### src/rtl/txcnt_pkg.sv
`timescale 1ns/1ps
package txcnt_pkg;

   // How many non-zero count tags a slot has observed during a scan
   typedef enum logic [1:0] {
      REC_NONE = 2'd0,
      REC_ONE  = 2'd1,
      REC_MANY = 2'd2
   } rec_state_e;

   // Saturating step of the observed-count state
   function automatic rec_state_e rec_step(input rec_state_e cur);
      case (cur)
         REC_NONE: rec_step = REC_ONE;
         default:  rec_step = REC_MANY;
      endcase
   endfunction

endpackage

### src/rtl/txcnt_tagger.sv
`timescale 1ns/1ps
module txcnt_tagger
   import txcnt_pkg::*;
#(
   parameter int ID_W    = 4,
   parameter int CNT_W   = 8,
   parameter int DATA_W  = 32,
   parameter bit OUT_REG = 1'b1
) (
   input  logic              clk,
   input  logic              rst_n,
   input  logic              lw_valid_i,
   input  logic [ID_W-1:0]   lw_id_i,
   input  logic              lw_last_i,
   input  logic [DATA_W-1:0] lw_data_i,
   output logic              tag_valid_o,
   output logic [ID_W-1:0]   tag_id_o,
   output logic [CNT_W-1:0]  tag_cnt_o,
   output logic              tag_last_o,
   output logic [DATA_W-1:0] tag_data_o
);
   localparam int SLOTS = 1 << ID_W;

   initial begin : param_chk
      assert (ID_W >= 1 && ID_W <= 8) else $error("tagger: ID_W out of range");
      assert (CNT_W >= 2) else $error("tagger: CNT_W too small");
      assert (DATA_W >= 1) else $error("tagger: DATA_W must be positive");
   end

   // Blocks logged so far by each ID since its last final block
   logic [CNT_W-1:0] run_q [SLOTS];
   logic [CNT_W-1:0] run_cur;
   logic [CNT_W-1:0] cnt_nxt;

   genvar g;
   generate
      for (g = 0; g < SLOTS; g++) begin : g_run
         logic [CNT_W-1:0] run_r;
         always_ff @(posedge clk or negedge rst_n) begin
            if (!rst_n) begin
               run_r <= '0;
            end else if (lw_valid_i && (lw_id_i == ID_W'(g))) begin
               run_r <= lw_last_i ? '0 : run_r + 1'b1;
            end
         end
         assign run_q[g] = run_r;
      end
   endgenerate

   always_comb begin
      run_cur = run_q[lw_id_i];
      cnt_nxt = lw_last_i ? run_cur + 1'b1 : '0;
   end

   generate
      if (OUT_REG) begin : g_reg
         always_ff @(posedge clk or negedge rst_n) begin
            if (!rst_n) begin
               tag_valid_o <= 1'b0;
               tag_id_o    <= '0;
               tag_cnt_o   <= '0;
               tag_last_o  <= 1'b0;
               tag_data_o  <= '0;
            end else begin
               tag_valid_o <= lw_valid_i;
               if (lw_valid_i) begin
                  tag_id_o   <= lw_id_i;
                  tag_cnt_o  <= cnt_nxt;
                  tag_last_o <= lw_last_i;
                  tag_data_o <= lw_data_i;
               end
            end
         end


         tag_follow_chk: assert property (@(posedge clk) disable iff (!rst_n)
            lw_valid_i |=> (tag_valid_o && tag_id_o == $past(lw_id_i)
                            && tag_data_o == $past(lw_data_i)));

         inner_zero_chk: assert property (@(posedge clk) disable iff (!rst_n)
            (lw_valid_i && !lw_last_i) |=> (tag_cnt_o == '0));

         final_nonzero_chk: assert property (@(posedge clk) disable iff (!rst_n)
            (lw_valid_i && lw_last_i && run_cur != '1) |=> (tag_cnt_o != '0 && tag_last_o));
      end else begin : g_comb
         always_comb begin
            tag_valid_o = lw_valid_i;
            tag_id_o    = lw_id_i;
            tag_cnt_o   = cnt_nxt;
            tag_last_o  = lw_last_i;
            tag_data_o  = lw_data_i;
         end
      end
   endgenerate

endmodule

### src/rtl/txcnt_slot.sv
`timescale 1ns/1ps
module txcnt_slot
   import txcnt_pkg::*;
#(
   parameter int CNT_W = 8
) (
   input  logic             clk,
   input  logic             rst_n,
   input  logic             clr_i,
   input  logic             hit_i,
   input  logic [CNT_W-1:0] cnt_i,
   output logic             seen_o,
   output logic             ok_o
);
   logic             seen_q;
   logic             ovf_q;
   logic [CNT_W-1:0] counted_q;
   logic [CNT_W-1:0] recorded_q;
   rec_state_e       rec_st_q;

   always_ff @(posedge clk or negedge rst_n) begin
      if (!rst_n) begin
         seen_q     <= 1'b0;
         ovf_q      <= 1'b0;
         counted_q  <= '0;
         recorded_q <= '0;
         rec_st_q   <= REC_NONE;
      end else if (clr_i) begin
         seen_q     <= 1'b0;
         ovf_q      <= 1'b0;
         counted_q  <= '0;
         recorded_q <= '0;
         rec_st_q   <= REC_NONE;
      end else if (hit_i) begin
         seen_q    <= 1'b1;
         counted_q <= counted_q + 1'b1;
         if (counted_q == '1) begin
            ovf_q <= 1'b1;
         end
         if (cnt_i != '0) begin
            recorded_q <= cnt_i;
            rec_st_q   <= rec_step(rec_st_q);
         end
      end
   end

   always_comb begin
      seen_o = seen_q;
      ok_o   = seen_q && (rec_st_q == REC_ONE) && !ovf_q && (recorded_q == counted_q);
   end


   ovf_hold_chk: assert property (@(posedge clk) disable iff (!rst_n)
      (ovf_q && !clr_i) |=> !ok_o);

   slot_clr_chk: assert property (@(posedge clk) disable iff (!rst_n)
      clr_i |=> (!seen_o && !ok_o));

endmodule

### src/rtl/txcnt_scan_table.sv
`timescale 1ns/1ps
module txcnt_scan_table
   import txcnt_pkg::*;
#(
   parameter int ID_W  = 4,
   parameter int CNT_W = 8
) (
   input  logic             clk,
   input  logic             rst_n,
   input  logic             scan_start_i,
   input  logic             scan_valid_i,
   input  logic [ID_W-1:0]  scan_id_i,
   input  logic [CNT_W-1:0] scan_cnt_i,
   input  logic             scan_end_i,
   output logic             done_o,
   input  logic [ID_W-1:0]  rd_id_i,
   output logic             rd_seen_o,
   output logic             rd_commit_o
);
   localparam int SLOTS = 1 << ID_W;

   initial begin : param_chk
      assert (ID_W >= 1 && ID_W <= 8) else $error("scan table: ID_W out of range");
      assert (CNT_W >= 2) else $error("scan table: CNT_W too small");
   end

   logic [SLOTS-1:0] seen_v;
   logic [SLOTS-1:0] ok_v;
   logic             done_q;

   genvar g;
   generate
      for (g = 0; g < SLOTS; g++) begin : g_slot
         logic hit;
         assign hit = scan_valid_i && !scan_start_i && (scan_id_i == ID_W'(g));
         txcnt_slot #(.CNT_W(CNT_W)) slot_i (
            .clk    (clk),
            .rst_n  (rst_n),
            .clr_i  (scan_start_i),
            .hit_i  (hit),
            .cnt_i  (scan_cnt_i),
            .seen_o (seen_v[g]),
            .ok_o   (ok_v[g])
         );
      end
   endgenerate

   always_ff @(posedge clk or negedge rst_n) begin
      if (!rst_n) begin
         done_q <= 1'b0;
      end else if (scan_start_i) begin
         done_q <= 1'b0;
      end else if (scan_end_i) begin
         done_q <= 1'b1;
      end
   end

   always_ff @(posedge clk or negedge rst_n) begin
      if (!rst_n) begin
         rd_seen_o   <= 1'b0;
         rd_commit_o <= 1'b0;
      end else begin
         rd_seen_o   <= done_q && seen_v[rd_id_i];
         rd_commit_o <= done_q && ok_v[rd_id_i];
      end
   end

   assign done_o = done_q;


   start_clears_chk: assert property (@(posedge clk) disable iff (!rst_n)
      scan_start_i |=> !done_o);

   end_sets_done_chk: assert property (@(posedge clk) disable iff (!rst_n)
      (scan_end_i && !scan_start_i) |=> done_o);

   rd_gate_chk: assert property (@(posedge clk) disable iff (!rst_n)
      !done_o |=> (!rd_seen_o && !rd_commit_o));

   rd_pair_chk: assert property (@(posedge clk) disable iff (!rst_n)
      rd_commit_o |-> rd_seen_o);

endmodule

### src/rtl/txcnt_commit_top.sv
`timescale 1ns/1ps
module txcnt_commit_top
   import txcnt_pkg::*;
#(
   parameter int ID_W    = 4,
   parameter int CNT_W   = 8,
   parameter int DATA_W  = 32,
   parameter bit OUT_REG = 1'b1
) (
   input  logic              clk,
   input  logic              rst_n,
   input  logic              lw_valid,
   input  logic [ID_W-1:0]   lw_id,
   input  logic              lw_last,
   input  logic [DATA_W-1:0] lw_data,
   output logic              tag_valid,
   output logic [ID_W-1:0]   tag_id,
   output logic [CNT_W-1:0]  tag_cnt,
   output logic              tag_last,
   output logic [DATA_W-1:0] tag_data,
   input  logic              scan_start,
   input  logic              scan_valid,
   input  logic [ID_W-1:0]   scan_id,
   input  logic [CNT_W-1:0]  scan_cnt,
   input  logic              scan_end,
   output logic              scan_done,
   input  logic [ID_W-1:0]   rd_id,
   output logic              rd_seen,
   output logic              rd_commit
);

   txcnt_tagger #(
      .ID_W(ID_W), .CNT_W(CNT_W), .DATA_W(DATA_W), .OUT_REG(OUT_REG)
   ) tagger_i (
      .clk         (clk),
      .rst_n       (rst_n),
      .lw_valid_i  (lw_valid),
      .lw_id_i     (lw_id),
      .lw_last_i   (lw_last),
      .lw_data_i   (lw_data),
      .tag_valid_o (tag_valid),
      .tag_id_o    (tag_id),
      .tag_cnt_o   (tag_cnt),
      .tag_last_o  (tag_last),
      .tag_data_o  (tag_data)
   );

   txcnt_scan_table #(
      .ID_W(ID_W), .CNT_W(CNT_W)
   ) table_i (
      .clk          (clk),
      .rst_n        (rst_n),
      .scan_start_i (scan_start),
      .scan_valid_i (scan_valid),
      .scan_id_i    (scan_id),
      .scan_cnt_i   (scan_cnt),
      .scan_end_i   (scan_end),
      .done_o       (scan_done),
      .rd_id_i      (rd_id),
      .rd_seen_o    (rd_seen),
      .rd_commit_o  (rd_commit)
   );


   reset_quiet_chk: assert property (@(posedge clk) disable iff (!rst_n)
      $rose(rst_n) |-> (!tag_valid && !scan_done));

endmodule

### config.mk
export PLATFORM = sky130hd
export DESIGN_NAME = txcnt_commit_top
export DESIGN_NICKNAME = d
export VERILOG_FILES = /design/src/rtl/txcnt_pkg.sv /design/src/rtl/txcnt_tagger.sv /design/src/rtl/txcnt_slot.sv /design/src/rtl/txcnt_scan_table.sv /design/src/rtl/txcnt_commit_top.sv
export SDC_FILE = /design/constraint.sdc
export NUM_CORES = 1
export LEC_CHECK = 0
export BUFFER_PORTS_ARGS = -buffer_cell sky130_fd_sc_hd__buf_2
export CORE_UTILIZATION = 45
export CTS_BUF_LIST = sky130_fd_sc_hd__clkbuf_4 sky130_fd_sc_hd__clkbuf_8
export CTS_CLUSTER_SIZE = 25
export DETAILED_ROUTE_END_ITERATION = 10
export PLACE_DENSITY = 0.67
export SLEW_MARGIN = 10
export SYNTH_ARGS = -nofsm -noshare
export SYNTH_HDL_FRONTEND = slang
export SYNTH_SLANG_ARGS = --single-unit
export TNS_END_PERCENT = 5
### constraint.sdc
create_clock -name clk -period 2.6 [get_ports clk]
set_clock_uncertainty 0.15 [all_clocks]
set_input_delay 0.26 -clock clk [delete_from_list [all_inputs] [get_ports clk]]
set_output_delay 0.26 -clock clk [all_outputs]
set_load 0.01 [all_outputs]
======== After elaboration in Yosys (flattened, before gate mapping) ========
Cells that the tools add are included.
word-level totals
  flip-flop bits (word level) ............. 497
  memories kept ........................... 0
  memory bits (read-only) ................. 0
  memory bits (writable) .................. 0
  latch bits .............................. 0
  logic and storage cells ................. 638
operators by class
  $lt $le $gt $ge ......................... 2
  div/mod/pow operators ................... 0
  reductions and logical operators ........ 185
  mux-type cells .......................... 235
  multiply operators ...................... 0
  bitwise operators ....................... 1
  add/sub/neg operators ................... 33
  shift operators ......................... 0
  eq/ne operators ......................... 78
operators by type and width
  operator             count
  $mux 8               84
  $add 8x1->8 const B  33
  $eq 8x8->1           16
  $eq 8x8->1 const B   16
  $mux 2               64
  $mux 1               84
  $logic_and 1x1->1    83
  $reduce_bool 2->1    34
  $eq 4x4->1 const B   16
  $reduce_and 2->1     32
  $bmux 8 s4           1
  $eq 2x1->1 const B   16
  $eq 4x3->1 const B   8
  $logic_not 2->1      16
  $logic_not 1->1      17
  $eq 4x2->1 const B   4
  $bmux 1 s4           2
  $eq 4x1->1 const B   2
  $logic_not 4->1      2
  $reduce_bool 8->1    1
  $ge 5x5->1 const B   1
  $lt 4x5->1 const B   1
  $not 4->5            1

======== Longest topological paths before layout ========
Gate-level depths: netlist of the first run.
  depth in word-level cells ............... 7
  mapped depth ............................ 11
  mapped depth without buffers ............ 8

======== Modules after synthesis ========
Synthesis of the first run repeated with hierarchy kept, for this count alone.
unflattened totals
  cells, all modules ...................... 2,720
  area total of the unflattened synthesis .. 26,268.9 um^2
by module, submodules not included
  module            cells an instance  area each (um^2)  times used  sequential area each (um^2)
  txcnt_slot        105                1,023.5           16          500.5
  txcnt_tagger      980                9,411.5           1           4,354.2
  txcnt_scan_table  60                 481.7             1           75.1

======== Worst setup path before layout of the first run ========
Ideal clock, no wire load.
  path kind ............................... input -> register
  from .................................... in lw_id[0]
  to ...................................... reg tagger_i.tag_cnt_o[6]
  data required time ...................... 2,317 ps
  path slack .............................. 330 ps
  data arrival time ....................... 1,987 ps
  stages on the path ...................... 11
  cell sequence ........................... buf_6 > buf_12 > buf_6 > mux4_2 > a22oi_1 > nand2_1 > ha_1 > nand2_1 > nor2_1 > xnor2_1 > o22ai_1
between the ends
  longest elaborated chain between the ends .. 6
ends and longest elaborated chain
  what                                        RTL line                source
  start: declaration                          txcnt_commit_top.sv:13  input logic [ID_W-1:0] lw_id,
  $not 4->5 (implied by the code)             txcnt_tagger.sv:51      run_cur = run_q[lw_id_i];
  $bmux 8 s4                                  txcnt_tagger.sv:51
  $mux 8 (implied by the code) (2 in series)  txcnt_tagger.sv:51
  $add 8x1->8                                 txcnt_tagger.sv:52      cnt_nxt = lw_last_i ? run_cur + 1'b1 : '0;
  $mux 8                                      txcnt_tagger.sv:52
  end signal: assignment                      txcnt_tagger.sv:68      tag_cnt_o <= cnt_nxt;
  end: declaration                            txcnt_tagger.sv:18      output logic [CNT_W-1:0] tag_cnt_o,
No other way between the ends. The select of a mux whose other input is x is not followed.
A chain may end at the register's enable or synchronous reset.

======== Worst setup path after layout of the first run ========
  from .................................... reg table_i.g_slot[11].slot_i.counted_q[7]
  to ...................................... reg table_i.rd_commit_o
between the ends
  longest elaborated chain between the ends .. 5
ends and longest elaborated chain
  what                          RTL line                source
  start: declaration            txcnt_slot.sv:17        logic [CNT_W-1:0] counted_q;
  start signal: assignment      txcnt_slot.sv:36        counted_q <= counted_q + 1'b1;
  $eq 8x8->1                    txcnt_slot.sv:49        ok_o = seen_q && (rec_st_q == REC_ONE) && !ovf_q && (recorded_q == counted_q);
  $logic_and 1x1->1             txcnt_slot.sv:49
  $bmux 1 s4                    txcnt_scan_table.sv:64  rd_commit_o <= done_q && ok_v[rd_id_i];
  $mux 1 (implied by the code)  txcnt_scan_table.sv:64
  $logic_and 1x1->1             txcnt_scan_table.sv:64
  end signal: assignment        txcnt_scan_table.sv:64
  end: declaration              txcnt_scan_table.sv:18  output logic rd_commit_o
No other way between the ends. The select of a mux whose other input is x is not followed.

==> impl_metrics.py, run 1 <==
metrics = {
    "synth": {
        "netlist_instances": 2467,
        "ys_seq_area_share_pct": 50.5,
        "synth-simple-area-share_pct": 18.9,
        "synth_cell_types": 61,
        "synthXorXnorAreaFrac_pct": 6.62,
        "synth_seq_cells": 497,
        "synth_nets": 2559,
        "muxShareOfSynthArea_pct": 9.68,
        "ys_warn_count": 0,
        "synth_compound_area_share_pct": 10.4,
        "syn-mean-instance-area_um2": 9.98,
        "ys_async_sr_fraction_pct": 100,
        "netlist_area_um2": 24600,
        "synth_flop_cell": "dfrtp_1",
        "synth_top_family_by_area": "simple AND/OR/NAND/NOR gates",
        "synth_edf_count": 0,
        "synth_fa_ha_area_share_pct": 1.68,
    },
    "sta": {
        "slew_viol_final": 0,
        "tns_ns": 0,
        "maxSlewHeadroom_pct": 18.1,
        "setup_viol": 0,
        "min_period_over_period_pct": 90.4,
        "period_minus_slack_ns": 2.35,
        "rsz0062_at_grt": "no",
        "hold_viol": 0,
        "max_freq_mhz": 425,
        "worstMarginPinSlew_ns": 1.23,
        "hold_ws_ns": 0.0946,
    },
    "status": {
        "status": "finished, final reports clean",
    },
    "floorplanning": {
        "die_x_um": 236,
        "start_util_pct": 45.6,
        "die_area_um2": 55600,
        "core_area_um2": 53900,
        "rows": 85,
        "ios": 108,
        "die_height_um": 236,
    },
    "cts": {
        "numCtsBuffers": 88,
        "ctsHtreeMaxLevel": 3,
        "clk_pin_slew_worst_paths_ns": 0.06,
        "clk_latency_ns": 0.67,
        "cts.sinks": 497,
        "postCtsSetupBuffers": 0,
        "cts_buffer_depth": 3,
        "cts_root_buf": "clkbuf_8",
        "cts_tree": "done",
    },
    "critical_path": {
        "reg2regPathDepth": 7,
        "r2r-end": "table_i.rd_commit_o",
        "crit_path_start": "table_i.g_slot[11].slot_i.counted_q[7]",
        "crit_required_ns": 3.02,
        "worst_setup_path_start_kind": "register",
        "critical_path_class": "reg2reg",
        "timing.rr.start": "table_i.g_slot[11].slot_i.counted_q[7]",
        "crit_arrival_ns": 2.77,
        "cp-end-kind": "register",
        "rrSetupSlack_ns": 0.25,
        "worstPathMaxFanout": 4,
    },
    "grt": {
        "antenna_found_initial": 1,
        "grt_max_degree": 95,
        "gr-total-overflow": 0,
        "grt.total_usage_pct": 22.9,
        "grt_pass1_vias": 19285,
        "grt_first_pass_wirelength_um": 102000,
    },
    "drt": {
        "firstDrtPassIters": 5,
        "ant_nets": 0,
        "wl_per_cell_um": 17.9,
        "viasPerCell": 5.60,
        "dr_total_vias": 19466,
        "drt_iter0_drc": 1664,
        "drc_errors": 0,
        "drt-total-wl_um": 62300,
    },
    "pwr": {
        "peakVddDrop_mv": 0.358,
        "p_per_area_nw_per_um2": 639,
        "p_leak_uw": 0.0133,
    },
    "hold_path": {
        "hp-class": "in2reg",
        "holdPathEnd": "table_i.g_slot[7].slot_i.rec_st_q[1]",
        "min-delay-start": "scan_cnt[1]",
        "hold-path-cell-count": 6,
    },
    "final_layout": {
        "drive_gt1_share_pct": 20.1,
        "nets": 2801,
        "areaGrowthSynthToFinish_pct": 17.1,
    },
    "placement": {
        "portBuffers": 107,
        "hpwl_um": 42300,
        "place.gp.congestion": 0.900,
    },
    "flow_run": {
        "maxCapViolations": 0,
    },
}
-- registers in the layout, indices dropped and copies added, names as in the netlist --
signal                            cells
tagger_i.tag_data_o                  32
table_i.rd_commit_o                   1
table_i.g_slot.slot_i.seen_o         16
table_i.g_slot.slot_i.ovf_q          16
tagger_i.tag_id_o                     4
tagger_i.tag_last_o                   1
tagger_i.g_run.run_r                128
table_i.g_slot.slot_i.counted_q     128
table_i.g_slot.slot_i.rec_st_q       32
tagger_i.tag_valid_o                  1
table_i.rd_seen_o                     1
table_i.g_slot.slot_i.recorded_q    128
tagger_i.tag_cnt_o                    8
table_i.done_o                        1
-- per-layer routing --
layer,vias to the layer above,track usage [%],wire [um]
li1,9220,-,-
met2,530,36.6,29400
met5,-,0,0
met4,0,9.96,2350
met1,9547,30.1,27100
met3,169,4.60,3450
-- cells in the mapped netlist, types with 4 or more instances --
| cell type | instances | area [um^2] |
|---|---|---|
| buf_2 | 8 | 40.0 |
| nor2_2 | 6 | 37.5 |
| nor3_1 | 120 | 601 |
| nand2_1 | 361 | 1360 |
| a21o_1 | 39 | 293 |
| xor2_1 | 97 | 850 |
| nand3b_1 | 6 | 45.0 |
| mux4_2 | 40 | 901 |
| or4_1 | 4 | 30.0 |
| ha_1 | 33 | 413 |
| nor3_2 | 4 | 40.0 |
| inv_1 | 32 | 120 |
| o21ai_0 | 262 | 1310 |
| clkbuf_1 | 67 | 251 |
| nand4_1 | 54 | 338 |
| a21oi_1 | 111 | 556 |
| xnor2_1 | 89 | 780 |
| dfrtp_1 | 497 | 12400 |
| nor4_1 | 22 | 138 |
| o21ai_1 | 5 | 25.0 |
| and3_1 | 32 | 200 |
| nor2b_1 | 14 | 87.6 |
| nand2b_1 | 18 | 113 |
| or3_1 | 10 | 62.6 |
| mux2i_1 | 13 | 130 |
| or2_2 | 22 | 138 |
| nor2_1 | 184 | 691 |
| nand3_1 | 104 | 521 |
| a22oi_1 | 13 | 97.6 |
| mux2_2 | 120 | 1350 |
| buf_1 | 10 | 37.5 |
| a31oi_1 | 15 | 93.8 |
| o22ai_1 | 7 | 43.8 |
-- stage by stage --
step                setup slack [ns]  total power [uW]  area [um^2]  util, %  instances
floorplan                      0.330              9970        24600        -       2467
global placement               0.157             10700        26400     49.0       3265
detailed placement            0.0752             10800        26400     49.0       3265
CTS                            0.153             18600        28800     53.4       3473
global route                  0.0200             19300        28800     53.4       3474
finish                         0.249             18400        28800     53.4       3474
-- worst max path at each step --
stage / endpoint / slack (ns) / cells past startpoint
after detailed placement: tagger_i.g_run[6].run_r[2] / 0.08 / 8
after CTS: table_i.rd_commit_o / 0.15 / 7
after global routing: table_i.rd_commit_o / 0.02 / 7
after global placement: tagger_i.g_run[6].run_r[2] / 0.16 / 8
after floorplan: tagger_i.tag_cnt_o[6] / 0.33 / 11
final: table_i.rd_commit_o / 0.25 / 7
-- timing repair --
| action | 4_1_cts | 5_1_grt |
|---|---|---|
| hold buffers | 50 | 0 |
| endpoints found under the hold margin | 509 | 0 |
| endpoints found under the setup margin | 0 | 1 |
| resized for setup | 0 | 1 |
-- final cells by class --
| type | instances | area [um^2] |
|---|---|---|
| Fill cell | 4671 | 25100 |
| Sequential cell | 497 | 12400 |
| Multi-Input combinational cell | 1846 | 11700 |
| Timing Repair Buffer | 244 | 1850 |
| Clock buffer | 143 | 1770 |
| Tap cell | 696 | 871 |
| Inverter | 32 | 120 |
| Clock inverter | 15 | 115 |
| Antenna cell | 1 | 2.50 |
-- logic make-up after synthesis --
group           Yosys count
flops                   497
mux                     173
compound gates          469
buf+inv                 124
xor+xnor                186
simple gates            985
fa+ha+maj                33
-- worst max-delay path, stage by stage (launching register included) --
cell	delay, ns
dfrtp_1	0.45
xor2_1	0.20
nor4_2	0.30
nand3_1	0.20
o311ai_0	0.25
o311ai_0	0.29
a21o_1	0.22
a21boi_0	0.20
-- power breakdown --
part / leakage [uW] / switching, uW / internal (uW)
sequential: 0.00620 / 509 / 8220
clock: 0.00100 / 3270 / 4390
combinational: 0.00612 / 1080 / 942
-- cell usage in the layout (no fill, tap or decap), types with 33 or more instances in the layout --
cell	netlist	routed
dfrtp_1	497	497
nand2_1	361	361
o21ai_0	262	262
nor2_1	184	184
nor3_1	120	120
mux2_2	120	120
a21oi_1	111	111
clkbuf_8	0	111
nand3_1	104	104
buf_2	8	104
xor2_1	97	97
xnor2_1	89	89
buf_4	3	79
nand4_1	54	54
dlygate4sd3_1	0	49
mux4_2	40	40
a21o_1	39	39
ha_1	33	33
Power figures use the tool's default switching activity.
==> inputs of run 2 (changes only) <==
--- a/config.mk
+++ b/config.mk
@@ -5,12 +5,11 @@
 export SDC_FILE = /design/constraint.sdc
 export NUM_CORES = 1
 export LEC_CHECK = 0
-export BUFFER_PORTS_ARGS = -buffer_cell sky130_fd_sc_hd__buf_2
 export CORE_UTILIZATION = 45
-export CTS_BUF_LIST = sky130_fd_sc_hd__clkbuf_4 sky130_fd_sc_hd__clkbuf_8
 export CTS_CLUSTER_SIZE = 25
 export DETAILED_ROUTE_END_ITERATION = 10
-export PLACE_DENSITY = 0.67
+export DONT_BUFFER_PORTS = 1
+export PLACE_DENSITY = 0.66
 export SLEW_MARGIN = 10
 export SYNTH_ARGS = -nofsm -noshare
 export SYNTH_HDL_FRONTEND = slang
==> impl_metrics.py, run 2 (synthesized netlist as in run 1, its figures left out) <==
metrics = {
    "drt": {
        "wl_per_cell_um": 18.9,
        "drc_errors": 0,
        "drt-total-wl_um": 61800,
        "dr_total_vias": 18745,
        "ant_nets": 0,
        "firstDrtPassIters": 5,
        "drt_iter0_drc": 1403,
        "viasPerCell": 5.72,
    },
    "sta": {
        "min_period_over_period_pct": 94.8,
        "maxSlewHeadroom_pct": -2.52,
        "max_freq_mhz": 406,
        "rsz0062_at_grt": "no",
        "tns_ns": 0,
        "slew_viol_final": 45,
        "period_minus_slack_ns": 2.46,
        "hold_viol": 497,
        "hold_ws_ns": -0.812,
        "setup_viol": 0,
        "worstMarginPinSlew_ns": 1.54,
    },
    "final_layout": {
        "mostFrequentLayoutCells": "dfrtp_1 (497), nand2_1 (360), o21ai_0 (262), nor2_1 (183)",
        "areaGrowthSynthToFinish_pct": 13.7,
        "postLayoutCoreUtil_pct": 51.9,
        "final_common_cell": "dfrtp_1",
        "stdcell_count": 3277,
        "nets": 2626,
        "finish.instance_area_um2": 28000,
        "reg_top3": "table_i.g_slot.slot_i.counted_q (128), table_i.g_slot.slot_i.recorded_q (128), tagger_i.g_run.run_r (128)",
        "drive_gt1_share_pct": 13.0,
    },
    "floorplanning": {
        "die_x_um": 236,
        "ios": 108,
        "core_area_um2": 53900,
        "rows": 85,
        "start_util_pct": 45.6,
        "die_area_um2": 55600,
        "die_height_um": 236,
    },
    "hold_path": {
        "hp-class": "in2async",
    },
    "critical_path": {
        "worst_setup_path_start_kind": "input port",
        "path_delay_family": "buffers and inverters",
        "cp-end-kind": "register",
        "slowest_delay_ns": 0.66,
        "worstPathMaxFanout": 38,
        "cpMostUsedCell": "dlygate4sd3_1",
        "crit_buf_inv": 2,
        "crit_chain": "dlygate4sd3_1 -> nor2b_1 -> nand2_2 -> nor3_1 -> a21oi_1 -> o21ai_0 -> dlygate4sd3_1",
        "crit_arrival_ns": 2.88,
        "slowest_stage": "dlygate4sd3_1",
        "crit_required_ns": 3.01,
        "critical_path_class": "in2reg",
    },
    "grt": {
        "grt_max_degree": 498,
        "grt_pass1_vias": 18309,
        "gr-total-overflow": 0,
        "antenna_found_initial": 2,
        "grt_first_pass_wirelength_um": 99300,
        "grt.total_usage_pct": 22.3,
    },
    "pwr": {
        "peakVddDrop_mv": 0.504,
        "p_leak_uw": 0.0126,
        "p_per_area_nw_per_um2": 654,
    },
    "status": {
        "status": "complete, but fails checks",
        "violations": "hold timing, slew limit",
    },
    "placement": {
        "place.gp.congestion": 0.845,
        "numPlacedInstances": 3105,
        "portBuffers": 0,
        "placed_cell_area_um2": 25300,
        "hpwl_um": 37900,
    },
    "cts": {
        "postCtsSetupBuffers": 0,
        "cts_tree": "done",
        "clk_latency_ns": 0.62,
        "cts_buffer_depth": 3,
        "clk_pin_slew_worst_paths_ns": 0.06,
        "ctsHtreeMaxLevel": 2,
        "numCtsBuffers": 53,
        "cts_root_buf": "clkbuf_16",
        "cts.sinks": 497,
    },
    "flow_run": {
        "maxCapViolations": 0,
    },
}
-- run 2: worst paths after layout --
path                            slack (ns)                            start  cells past startpoint                                     to
worst max-delay path                  0.14                         lw_id[0]                      7            tagger_i.g_run[10].run_r[3]
min in group clk                      0.02                      scan_cnt[2]                      5  table_i.g_slot[15].slot_i.rec_st_q[1]
max in group asynchronous             1.86                            rst_n                      0             tagger_i.g_run[6].run_r[6]
worst max register to register        0.31      tagger_i.g_run[10].run_r[0]                      8                  tagger_i.tag_cnt_o[6]
worst min-delay path                 -0.81                            rst_n                      0  table_i.g_slot[9].slot_i.counted_q[6]
worst min register to register        0.35  table_i.g_slot[15].slot_i.ovf_q                      2        table_i.g_slot[15].slot_i.ovf_q
-- run 2: final cells by class --
class                           count  area (um^2)
Clock buffer                       77         1590
Tap cell                          696          871
Timing Repair Buffer              104         1050
Fill cell                        4717        25900
Clock inverter                     23          256
Multi-Input combinational cell   1846        11700
Antenna cell                        2         5.00
Inverter                           32          120
Sequential cell                   497        12400
-- run 2: report_power, final --
part	internal (uW)	switching [uW]	total [uW]
Sequential	8220	531	8750
Combinational	824	807	1630
Clock	4650	3270	7920
-- run 2: through the flow --
step	total power [uW]	worst slack (ns)	hold WS, ns
after floorplan	9970	0.330	-0.186
final	18300	0.135	-0.812
after CTS	18500	0.00267	-0.816
after global placement	10200	0.354	-0.166
after global routing	19000	0.0147	-0.816
after detailed placement	10300	0.306	-0.162
-- run 2: repair_timing --
| action | in CTS | in global routing |
|---|---|---|
| hold buffers | 69 | 1 |
| setup endpoints to repair | 0 | 1 |
| resized for setup | 0 | 2 |
| hold endpoints to repair | 874 | 502 |
-- run 2: layer usage --
layer / routed length (um) / global-route usage (%) / vias up
li1: - / - / 8864
met1: 27300 / 30.9 / 9241
met2: 28600 / 35.5 / 513
met3: 3920 / 3.72 / 125
met4: 1920 / 7.88 / 2
met5: 13 / 0 / -
